--- config.mk ---
export PLATFORM = sky130hd
export DESIGN_NAME = rx_idle_timeout
export DESIGN_NICKNAME = d
export VERILOG_FILES = /design/src/rtl/idle_pkg.sv /design/src/rtl/idle_ctrl.sv /design/src/rtl/idle_count.sv /design/src/rtl/rx_idle_timeout.sv
export SDC_FILE = /design/constraint.sdc
export NUM_CORES = 1
export LEC_CHECK = 0
export ABC_AREA = 0
export BUFFER_PORTS_ARGS = -buffer_cell sky130_fd_sc_hd__buf_2
export CAP_MARGIN = 20
export CORE_UTILIZATION = 54
export DETAILED_ROUTE_END_ITERATION = 10
export PLACE_DENSITY = 0.81
export SLEW_MARGIN = 20
export SYNTH_ARGS = -nofsm -noshare
export SYNTH_HDL_FRONTEND = slang
export SYNTH_SLANG_ARGS = --single-unit
--- constraint.sdc ---
create_clock -name clk -period 1.9 [get_ports clk]
set_clock_uncertainty 0.05 [all_clocks]
set_input_delay 0 -clock clk [delete_from_list [all_inputs] [get_ports clk]]
set_output_delay 0 -clock clk [all_outputs]
set_load 0.02 [all_outputs]
--- src/rtl/idle_pkg.sv ---
package idle_pkg;

  // Strobes from the control FSM to the count datapath
  typedef struct packed {
    logic load;     // reload counter from toValue
    logic dec;      // decrement on this bit tick
    logic clrFlag;  // clear the sticky flag
  } idleStrobe_t;

  typedef enum logic [1:0] {
    ST_WAIT = 2'd0,  // waiting for a character
    ST_RUN  = 2'd1,  // counting bit periods
    ST_DONE = 2'd2   // expired, idle until rearmed
  } idleState_t;

endpackage

--- src/rtl/idle_ctrl.sv ---
module idle_ctrl
  import idle_pkg::*;
(
  input  logic        clk,
  input  logic        rstN,
  input  logic        bitTick,
  input  logic        charRcvd,
  input  logic        cmdRestart,
  input  logic        cmdWaitChar,
  input  logic        valZero,
  input  logic        lastTick,
  output idleStrobe_t strobes,
  output logic        counting
);

  idleState_t state, stateNxt;

  always_comb begin
    stateNxt        = state;
    strobes.load    = 1'b0;
    strobes.dec     = 1'b0;
    strobes.clrFlag = cmdWaitChar;
    if (valZero) begin
      stateNxt = ST_WAIT;
    end else if (cmdWaitChar) begin
      stateNxt = ST_WAIT;
    end else if (cmdRestart || charRcvd) begin
      stateNxt     = ST_RUN;
      strobes.load = 1'b1;
    end else if (state == ST_RUN && bitTick) begin
      strobes.dec = 1'b1;
      if (lastTick) stateNxt = ST_DONE;
    end
  end

  always_ff @(posedge clk) begin
    if (!rstN) state <= ST_WAIT;
    else       state <= stateNxt;
  end

  assign counting = (state == ST_RUN);


  wait_stops_chk: assert property (@(posedge clk) disable iff (!rstN)
    cmdWaitChar |=> !counting);


  zero_off_chk: assert property (@(posedge clk) disable iff (!rstN)
    valZero |=> !counting);


  restart_runs_chk: assert property (@(posedge clk) disable iff (!rstN)
    (cmdRestart && !cmdWaitChar && !valZero) |=> counting);


  wait_holds_chk: assert property (@(posedge clk) disable iff (!rstN)
    (!counting && !charRcvd && !cmdRestart) |=> !counting);

endmodule

--- src/rtl/idle_count.sv ---
module idle_count
  import idle_pkg::*;
#(
  parameter int CNT_W = 16
) (
  input  logic             clk,
  input  logic             rstN,
  input  logic [CNT_W-1:0] toValue,
  input  idleStrobe_t      strobes,
  output logic             lastTick,
  output logic             timeoutFlag
);

  localparam logic [CNT_W-1:0] ONE = CNT_W'(1);

  logic [CNT_W-1:0] cnt;

  assign lastTick = (cnt == ONE);

  always_ff @(posedge clk) begin
    if (!rstN) begin
      cnt <= '0;
    end else if (strobes.load) begin
      cnt <= toValue;
    end else if (strobes.dec) begin
      cnt <= cnt - ONE;
    end
  end

  always_ff @(posedge clk) begin
    if (!rstN) begin
      timeoutFlag <= 1'b0;
    end else if (strobes.clrFlag) begin
      timeoutFlag <= 1'b0;
    end else if (strobes.dec && lastTick) begin
      timeoutFlag <= 1'b1;
    end
  end


  expire_sets_chk: assert property (@(posedge clk) disable iff (!rstN)
    (strobes.dec && lastTick && !strobes.clrFlag) |=> timeoutFlag);


  count_hold_chk: assert property (@(posedge clk) disable iff (!rstN)
    (!strobes.load && !strobes.dec) |=> $stable(cnt));


  flag_sticky_chk: assert property (@(posedge clk) disable iff (!rstN)
    (timeoutFlag && !strobes.clrFlag) |=> timeoutFlag);

endmodule

--- src/rtl/rx_idle_timeout.sv ---
module rx_idle_timeout
  import idle_pkg::*;
#(
  parameter int CNT_W = 16
) (
  input  logic             clk,
  input  logic             rstN,
  input  logic             bitTick,
  input  logic             charRcvd,
  input  logic [CNT_W-1:0] toValue,
  input  logic             cmdRestart,
  input  logic             cmdWaitChar,
  output logic             timeoutFlag,
  output logic             counting
);

  idleStrobe_t strobes;
  logic        lastTick;
  logic        valZero;

  assign valZero = (toValue == '0);

  idle_ctrl u_ctrl (
    .clk         (clk),
    .rstN        (rstN),
    .bitTick     (bitTick),
    .charRcvd    (charRcvd),
    .cmdRestart  (cmdRestart),
    .cmdWaitChar (cmdWaitChar),
    .valZero     (valZero),
    .lastTick    (lastTick),
    .strobes     (strobes),
    .counting    (counting)
  );

  idle_count #(.CNT_W(CNT_W)) u_count (
    .clk         (clk),
    .rstN        (rstN),
    .toValue     (toValue),
    .strobes     (strobes),
    .lastTick    (lastTick),
    .timeoutFlag (timeoutFlag)
  );

endmodule

==> results of run 1 <==
[kinds of logic after synthesis]
| kind of cell | Yosys count | share of synthesized area, % |
|---|---|---|
| compound gates | 41 | 26.1 |
| xor+xnor | 6 | 4.33 |
| fa+ha+maj | 2 | 2.06 |
| buf+inv | 11 | 3.92 |
| flops | 19 | 31.4 |
| simple gates | 69 | 32.2 |
[cells in the mapped netlist, types with 2 or more instances]
master	n	area share, %
o41ai_1	2	1.4
a21oi_1	10	4.1
clkbuf_1	2	0.62
o31ai_1	2	1.2
xnor2_1	4	2.9
a41oi_1	2	1.4
nand2_1	13	4.0
xor2_1	2	1.4
nor3_1	6	2.5
ha_1	2	2.1
dfxtp_1	19	31
o22ai_1	2	1.0
nor2_1	16	5.0
o21ai_0	2	0.83
or3_1	2	1.0
inv_1	6	1.9
a221o_1	4	3.3
nand3_1	4	1.7
buf_2	2	0.83
o221ai_1	3	2.2
nor4_1	6	3.1
and3_1	7	3.6
a21o_1	2	1.2
[repair_timing]
item / CTS / global route
hold buffers: 5 / 0
gates resized for setup: 1 / 2
hold endpoints to repair: 5 / 0
endpoints found under the setup margin: 1 / 1
[per-stage QoR]
step	total power [mW]	hold slack [ns]	utilization, %	area, sq um	cells
2_1_floorplan	0.626	0.0146	-	1210	148
3_3_place_gp	0.715	0.163	70.2	1430	206
3_5_place_dp	0.724	0.172	70.2	1430	206
4_1_cts	0.939	0.000865	74.3	1520	215
5_1_grt	0.995	0.00295	74.6	1520	215
6_report	0.948	-0.0128	74.6	1520	215
[power groups by stage]
stage | logic [mW] | clock network [mW] | registers (mW)
2_1_floorplan | 0.172 | 0 | 0.454
3_3_place_gp | 0.255 | 0 | 0.461
3_5_place_dp | 0.262 | 0 | 0.463
4_1_cts | 0.272 | 0.214 | 0.453
5_1_grt | 0.301 | 0.235 | 0.458
6_report | 0.280 | 0.213 | 0.455
[path summary, 6_finish.rpt]
path	from	end	cells past startpoint
worst max-delay path	cmdWaitChar	u_count.cnt[10]	7
worst min-delay path	toValue[3]	u_count.cnt[3]	3
worst max register to register	u_count.cnt[10]	u_count.timeoutFlag	5
worst min register to register	u_count.timeoutFlag	u_count.timeoutFlag	2
[flip-flops by register name, summed over array words and instances, names as in the netlist]
register	cells
u_ctrl.state	2
u_count.cnt	16
u_count.timeoutFlag	1
[final cells by class]
cell class,count,area (sq um),share of cell area (%)
clock buffer,4,26.3,1.73
inverter,6,22.5,1.48
multi-input combinational,118,796,52.3
sequential,19,382,25.1
tap,27,33.8,2.22
timing repair buffer,41,263,17.3
[critical path: cells and delay by family]
family	cells	cell delay, ns
buf+inv	3	0.89
compound gates	4	1.16
[routing by layer]
| layer | global-route usage, % | share of wire, % | vias to the layer above |
|---|---|---|---|
| met4 | 16.7 | 2.4 | 0 |
| li1 | - | - | 652 |
| met3 | 4.98 | 8.3 | 13 |
| met1 | 38.7 | 40 | 654 |
| met5 | 0 | 0 | - |
| met2 | 56.6 | 49 | 76 |
==> impl_results.md, run 1 <==
- Outcome: complete, but fails checks
- Failing checks: hold timing
- Sw Share: 33.0%
- GRT Total Usage: 32.7%
- Final worst slack: 0.0277 ns
- Total Wirelength: 3700 um
- RePlAce Congestion: 0.949
- Buffers on Ports: 23
- Die width: 49.4 um
- Grt total ovfl: 0
- Fin nets: 213
- Seq/Total Area, Yosys: 31.4%
- DRC violations left: 0
- FF-to-FF setup slack: 0.05 ns
- Crit path kind: primary input to register
- Clock transition at path regs: 0.11 ns
- Combinational share of power: 29.5%
- Largest net degree at the start of global routing: 15
- HPWL Detailed: 2730 um
- Worst path arrival time: 2.06 ns
- Worst Hold Class: primary input to register
- DR pass1 iterations: 4
- CP peak stage delay: 0.55 ns
- Final hold slack: -0.0128 ns
- CTS Buffer Depth: 2
- Clk root buf: clkbuf_4
- FILL cells: 170
- Period utilization: 98.5%
- Ys async rst share: 0%
- CP Capture Type: register
- Final-report hold violation count: 2
- Critical Path RT: 2.09 ns
- Setup WS pre-CTS: 0.0106 ns
- Max-cap violations: 0
- Setup violators final: 0
- Worst-margin pin slew: 0.698 ns
- Post-CTS Setup Bufs: 0
- Initial antenna violation count: 0
- Mean Syn Cell Area: 8.19 sq um
- Core area: 0.00204 sq mm
- Leakage: 0.651 nW
- Ant diodes: 0
- Clk Latency, worst-skew pair: 0.30 ns
- Mapped Cells: 148
- Final ANT Viol Nets: 0
- Final Critical Period: 1.87 ns
- Num rows: 16
- Setup TNS: 0 ns
- Most frequent cells in the layout: buf_2, dfxtp_1, nor2_1, nand2_1, buf_4
- First-pass GRT wire length: 6040 um
- Sequential share of power: 48.0%
- Die ar.: 0.00244 sq mm
- CP max stage cell: dlygate4sd3_1
- Final Max Tran Viols: 0
- Vias in the first global route: 1,333
- H-tree depth: 1
- VDD IR max: 0.430 mV
- Unrepaired setup endpoints after global routing: false
- Switching power total: 0.313 mW
- Sink Count: 19
- Synth-to-Final Area Change: 25.6%
- Crit-path max FO: 8
- Synth Register Bits: 19
- CP Launch Type: primary input
- Share of cells above drive strength 1: 27.7%
- Initial Util: 59.4%
- Most common cell after layout, fill and taps aside: buf_2
- Crit-path cells: dlygate4sd3_1 > buf_2 > a41o_1 > buf_4 > a21oi_1 > o221ai_1 > a21oi_1
- Clock buffer count from CTS: 3
- CP dominant cell by count: a21oi_1
- Yosys warnings: 0
- Clock power share: 22.5%
- Relative max-transition margin: 53.1%
- DR iter-0 viols: 64
- Fmax: 534 MHz
- Primary FF master, synth: dfxtp_1
- Vias: 1,395
- Avg Vias per Cell: 6.49
- Total I/O pin count: 24
- Net Count, Synth: 172
- CTS tree: done
- Die H: 49.4 um
- Synth unique cells: 51
- Synth Cell Area: 0.00121 sq mm
- Avg WL per Cell: 17.2 um
- Post-synth EDFFs: 0
- P_int: 0.635 mW
- Power density over the cells: 623 mW/mm^2
Note: power is estimated with default switching activity, not from simulation.
==> run 2, diff against run 1 <==
--- a/config.mk
+++ b/config.mk
@@ -8,9 +8,10 @@
 export ABC_AREA = 0
 export BUFFER_PORTS_ARGS = -buffer_cell sky130_fd_sc_hd__buf_2
 export CAP_MARGIN = 20
-export CORE_UTILIZATION = 54
+export CORE_UTILIZATION = 48
 export DETAILED_ROUTE_END_ITERATION = 10
-export PLACE_DENSITY = 0.81
+export PLACE_DENSITY = 0.77
+export REMOVE_ABC_BUFFERS = 1
 export SLEW_MARGIN = 20
 export SYNTH_ARGS = -nofsm -noshare
 export SYNTH_HDL_FRONTEND = slang
==> constraint.sdc (replaced) <==
create_clock -name clk -period 1.7 [get_ports clk]
set_clock_uncertainty 0.05 [all_clocks]
set_input_delay 0 -clock clk [delete_from_list [all_inputs] [get_ports clk]]
set_output_delay 0 -clock clk [all_outputs]
set_load 0.02 [all_outputs]
==> run 2 against run 1 <==
The run ends with setup timing left; setup slack lost 0.14 ns; wire length grew 15%; count of clock-buffer cells in the layout shrank 1.
==> impl_results.md, run 2 (synthesis gave the netlist of run 1 again) <==
- Crit-path cells: or4_4 > nor2_4 > nand4_1 > a21o_1 > a221o_1
- CP Capture Type: register
- CP Launch Type: register
- Sink Count: 19 (unchanged)
- Grt total ovfl: 0 (unchanged)
- Final core occ: 74.2% (-0.39 points)
- DRT met1 WL: 1640 um (+11%)
- Reg2reg end: u_count.cnt[15]
- RePlAce Congestion: 0.964 (+1.6%)
- CTS Buffer Depth: 2 (unchanged)
- Setup violators final: 3 (+3)
- Fmax: 552 MHz
- Most common cell after layout, fill and taps aside: buf_4
- Clock buffer count from CTS: 3 (unchanged)
- Vias: 1,556 (+12%)
- Setup TNS: -0.201 ns (-0.201 ns)
- Fin nets: 231 (+8.5%)
- VDD IR max: 0.484 mV (+13%)
- Design Area, Final: 0.00170 sq mm (+12%)
- Share of cells above drive strength 1: 36.4% (+8.7 points)
- Die width: 52.3 um (+5.8%)
- Final-report hold violation count: 0 (-2)
- Final Max Tran Viols: 0 (unchanged)
- Clk Latency, worst-skew pair: 0.31 ns (about the same)
- RR Startpoint: u_count.cnt[10]
- GRT Total Usage: 31.9% (-0.85 points)
- Initial antenna violation count: 0 (unchanged)
- Period utilization: 107%
- Buffers on Ports: 23 (unchanged)
- Worst path arrival time: 1.97 ns (-0.09 ns)
- DR pass1 iterations: 6 (+2)
- Avg Vias per Cell: 6.65 (+2.5%)
- Total I/O pin count: 24 (unchanged)
- Crit-path max FO: 3 (-5)
- Leakage: 0.743 nW (+14%)
- CP max stage cell: or4_4
- Critical path origin: u_count.cnt[10]
- Worst r2r path cells: 5 (unchanged)
- Initial Util: 52.8% (-6.6 points)
- Met3 wire len: 492 um (+61%)
- Worst-margin pin slew: 0.794 ns (+0.0956 ns)
- Top flop regs: u_count.cnt (16), u_ctrl.state (2), u_count.timeoutFlag (1)
- Clock transition at path regs: 0.12 ns (about the same)
- DRC violations left: 0 (unchanged)
- Worst Hold Class: primary input to register
- Vias in the first global route: 1,366 (+2.5%)
- Final Critical Period: 1.81 ns
- H-tree depth: 1 (unchanged)
- Ant diodes: 0 (unchanged)
- Max reg flops: 16 (unchanged)
- Largest net degree at the start of global routing: 15 (unchanged)
- Die ar.: 0.00273 sq mm (+12%)
- Critical Path RT: 1.86 ns (-0.23 ns)
- Most frequent cells in the layout: buf_4, buf_2, dfxtp_1, nor2_1, nand2_1
- Avg WL per Cell: 18.2 um (+5.5%)
- Relative max-transition margin: 46.6% (-6.5 points)
- DR top layer: met4
- HPWL Detailed: 2800 um (+2.5%)
- Outcome: complete, but fails checks
- Synth-to-Final Area Change: 40.6%
- Placement Cell Area: 0.00153 sq mm (+6.4%)
- Met2 wire length: 1910 um (+4.4%)
- Clk root buf: clkbuf_4
- Core area: 0.00230 sq mm (+12%)
- Die H: 52.3 um (+5.8%)
- Failing checks: setup timing
- First-pass GRT wire length: 6310 um (+4.5%)
- Crit path kind: register to register
- FF-to-FF setup slack: -0.11 ns (-0.16 ns)
- Total Wirelength: 4250 um (+15%)
- DR iter-0 viols: 161 (+150%)
- Final worst slack: -0.112 ns (-0.140 ns)
- Critical Path Sink: u_count.cnt[15]
- Max-cap violations: 0 (unchanged)
- Unrepaired setup endpoints after global routing: true
- Num rows: 17 (+1)
- Biggest register: u_count.cnt
- Final ANT Viol Nets: 0 (unchanged)
- Power density over the cells: 666 mW/mm^2 (+6.9%)
- CP peak stage delay: 0.55 ns (about the same)
- CTS tree: done
run 2: cell count changes in the layout (fill, tap and decap cells not counted), sizes merged:
cell / change
clkinv: +1
buf: +13
clkbuf: -1
dlygate4sd3: +5
run 2: power breakdown:
group | switching (mW) | total, mW | internal [mW] | leakage [nW]
clock network | 0.155 | 0.243 | 0.0879 | 0.0177
logic | 0.204 | 0.390 | 0.186 | 0.567
registers | 0.0265 | 0.501 | 0.474 | 0.158
total | 0.386 | 1.13 | 0.748 | 0.743
run 2: area by class of cell:
type | instances | area (sq um)
multi-input cells | 118 | 825
repair buffers | 59 | 410
fillers | 154 | 593
clock buffers | 3 | 22.5
inverters | 6 | 22.5
well taps | 28 | 35.0
flip-flops and latches | 19 | 384
clock inverters | 1 | 5.00
run 2: what timing repair did:
item | 4_1_cts | 5_1_grt
pin swaps | 0 | 1
gates resized for setup | 3 | 10
hold buffers | 10 | 0
endpoints found under the setup margin | 3 | 13
hold endpoints to repair | 10 | 0
setup buffers | 1 | 0
run 2: per-layer routing:
metal  global-route usage, %  vias up
li1                        -      685
met1                    42.2      704
met2                    50.6      135
met3                    5.22       32
met4                    14.0        0
met5                       0        -
run 2: worst min-delay path by stage:
stage / to / slack [ns] / startpoint / depth (start not counted)
global placement: u_count.timeoutFlag / 0.17 / cmdWaitChar / 2
CTS: u_count.cnt[4] / 0.002 / toValue[4] / 5
detailed placement: u_count.timeoutFlag / 0.17 / cmdWaitChar / 2
finish: u_count.cnt[12] / 0.01 / toValue[12] / 3
global route: u_count.cnt[11] / 0.04 / toValue[11] / 3
floorplan: u_count.timeoutFlag / 0.01 / cmdWaitChar / 1
run 2: per-stage QoR:
stage / setup slack, ns / hold slack (ns) / cells / total power, mW
floorplan: -0.0240 / 0.0146 / 143 / 0.693
finish: -0.112 / 0.0103 / 234 / 1.13
CTS: -0.0593 / 0.00241 / 234 / 1.10
global placement: -0.0246 / 0.169 / 219 / 0.829
detailed placement: -0.0972 / 0.173 / 219 / 0.840
global route: -0.151 / 0.0372 / 234 / 1.18
run 2: worst max-delay path: cells and delay by family, from the launching register on:
kind / cells / cell delay (ns)
AOI/OAI and AO/OA: 2 / 0.51
DFF: 1 / 0.33
and+or+nand+nor: 3 / 0.81
==> run 3, diff against run 2 <==
--- a/config.mk
+++ b/config.mk
@@ -10,6 +10,7 @@
 export CAP_MARGIN = 20
 export CORE_UTILIZATION = 48
 export DETAILED_ROUTE_END_ITERATION = 10
+export MAX_ROUTING_LAYER = met4
 export PLACE_DENSITY = 0.77
 export REMOVE_ABC_BUFFERS = 1
 export SLEW_MARGIN = 20
==> run 3 against run 2 <==
The flow finishes with violations (hold timing, setup timing); wire length decreased by 4.2%; die area unchanged; register-to-register slack is essentially flat; critical path depth did not move; critical path type unchanged; largest power group unchanged; highest routed layer unchanged.
==> impl_results.md, run 3 (synthesis gave the netlist of run 1 again) <==
- Top flop regs: u_count.cnt (16), u_ctrl.state (2), u_count.timeoutFlag (1)
- Setup violators final: 3 (unchanged)
- HPWL Detailed: 2770 um (-1.2%)
- FF-to-FF setup slack: -0.1 ns (about the same)
- DR top layer: met4
- Final Critical Period: 1.80 ns (-0.0124 ns)
- Share of cells above drive strength 1: 37.2% (+0.79 points)
- Reg2reg end: u_count.cnt[15]
- Largest net degree at the start of global routing: 15 (unchanged)
- Total Wirelength: 4070 um (-4.2%)
- Critical Path RT: 1.86 ns (about the same)
- First-pass GRT wire length: 6230 um (-1.3%)
- RR Startpoint: u_count.cnt[10]
- Clock buffer count from CTS: 3 (unchanged)
- CP peak stage delay: 0.56 ns (about the same)
- Most frequent cells in the layout: buf_4, buf_2, dfxtp_1, nor2_1, nand2_1
- Worst-margin pin slew: 0.668 ns (-0.126 ns)
- Die H: 52.3 um (unchanged)
- Fin nets: 232 (+0.43%)
- CP max stage cell: or4_4
- DR iter-0 viols: 108 (-33%)
- Sequential share of power: 43.9% (-0.2 points)
- Clk root buf: clkbuf_4
- Failing checks: hold timing, setup timing
- Vias in the first global route: 1,396 (+2.2%)
- Most common cell after layout, fill and taps aside: buf_4
- Fmax: 556 MHz (+0.69%)
- Crit path kind: register to register
- Ant diodes: 0 (unchanged)
- GRT Total Usage: 32.7% (+0.81 points)
- Worst Hold Class: primary input to register
- Die ar.: 0.00273 sq mm (unchanged)
- Combinational share of power: 34.2% (-0.2 points)
- Crit-path cells: or4_4 > nor2_4 > nand4_1 > a21o_1 > a221o_1
- H-tree depth: 1 (unchanged)
- Switching power total: 0.385 mW (-0.29%)
- CTS Buffer Depth: 2 (unchanged)
- Leakage: 0.747 nW (+0.56%)
- P_int: 0.756 mW (+0.96%)
- RePlAce Congestion: 0.962 (-0.21%)
- Worst r2r path cells: 5 (unchanged)
- CP Launch Type: register
- Min-Delay Endpoint: u_count.cnt[8]
- Unrepaired setup endpoints after global routing: true
- CP Capture Type: register
- Power density over the cells: 658 mW/mm^2 (-1.2%)
- Die width: 52.3 um (unchanged)
- Hold path startpoint: toValue[8]
- Relative max-transition margin: 55.1% (+8.5 points)
- Clock power share: 21.9% (+0.4 points)
- Clock transition at path regs: 0.12 ns (about the same)
- Avg WL per Cell: 17.3 um (-4.6%)
- Setup WS pre-CTS: -0.0741 ns (+0.0231 ns)
- Num rows: 17 (unchanged)
- VDD IR max: 0.443 mV (-8.6%)
- Worst Hold Depth: 3 (unchanged)
- Sink Count: 19 (unchanged)
- DR pass1 iterations: 4 (-2)
- Grt total ovfl: 0 (unchanged)
- Biggest register: u_count.cnt
- Final-report hold violation count: 1 (+1)
- Outcome: complete, but fails checks
- Vias: 1,509 (-3.0%)
- Setup TNS: -0.254 ns (-0.0533 ns)
- Crit-path max FO: 3 (unchanged)
- Total I/O pin count: 24 (unchanged)
- DRC violations left: 0 (unchanged)
- Clk Latency, worst-skew pair: 0.32 ns (about the same)
- Buffers on Ports: 23 (unchanged)
- Avg Vias per Cell: 6.42 (-3.4%)
- Period utilization: 106% (-0.73 points)
- Met2 wire length: 1850 um (-3.3%)
- DRT met1 WL: 1530 um (-6.3%)
- CTS tree: done
- Initial Util: 52.8% (unchanged)
- Final ANT Viol Nets: 0 (unchanged)
- Final worst slack: -0.0994 ns (+0.0124 ns)
- Worst Path Buf+Inv: 0 (unchanged)
- Final Max Tran Viols: 0 (unchanged)
- Final hold slack: -0.0124 ns (-0.0226 ns)
- Max reg flops: 16 (unchanged)
- Met3 wire len: 571 um (+16%)
- Max-cap violations: 0 (unchanged)
- Synth-to-Final Area Change: 43.0%
- Cell family with most CP delay: simple AND/OR/NAND/NOR gates
- Worst path arrival time: 1.96 ns (about the same)
- Core area: 0.00230 sq mm (unchanged)
- Sw Share: 33.7% (-0.28 points)
- Initial antenna violation count: 0 (unchanged)
[run 3: cell count changes in the layout (fill, tap and decap cells not counted), sizes merged]
cell / change
clkbuf: +1
clkinv: -1
buf: +1
[run 3: worst max-delay path by stage]
stage,start,cells after the start,slack [ns],to
floorplan,u_count.cnt[10],5,-0.02,u_count.timeoutFlag
global placement,u_count.cnt[11],5,-0.03,u_count.timeoutFlag
detailed placement,u_count.cnt[11],5,-0.07,u_count.cnt[15]
CTS,u_count.cnt[10],5,-0.07,u_count.cnt[15]
global route,u_count.cnt[10],5,-0.15,u_count.timeoutFlag
finish,u_count.cnt[10],5,-0.1,u_count.cnt[15]
[run 3: power by group through the flow]
stage / Combinational, mW / Sequential [mW] / Clock [mW]
4_1_cts: 0.355 / 0.499 / 0.242
2_1_floorplan: 0.182 / 0.511 / 0
6_report: 0.390 / 0.501 / 0.250
3_3_place_gp: 0.321 / 0.508 / 0
5_1_grt: 0.416 / 0.503 / 0.263
3_5_place_dp: 0.330 / 0.510 / 0
[run 3: through the flow]
step	hold WS, ns	std cells	instance area, sq um	util (%)	power (mW)
5_1_grt	0.00282	235	1730	75.5	1.18
3_5_place_dp	0.171	219	1530	66.4	0.840
4_1_cts	0.000667	235	1680	72.9	1.10
3_3_place_gp	0.170	219	1530	66.4	0.829
2_1_floorplan	0.0146	143	1190	-	0.693
6_report	-0.0124	235	1730	75.5	1.14
[run 3: metal layers]
metal,up-vias,global-route usage [%]
met5,-,-
met4,0,20.6
met3,14,3.19
met2,123,51.1
met1,685,40.3
li1,687,-
[run 3: worst reg2reg max path: cells and delay by family (launching register included)]
| family | cells | cell delay, ns |
|---|---|---|
| compound gates | 2 | 0.48 |
| flops | 1 | 0.34 |
| simple gates | 3 | 0.82 |
[run 3: what timing repair did]
action                                 CTS  global route
resized for setup                        4            12
endpoints found under the hold margin   10             0
buffers inserted                         2             0
pin swaps                                0             2
setup endpoints to repair                3            15
hold buffers                            10             0
[run 3: final cells by class]
cell class,count,area [sq um]
well taps,28,35.0
repair buffers,60,418
fillers,152,563
multi-input cells,118,848
flip-flops and latches,19,384
clock buffers,4,26.3
inverters,6,22.5
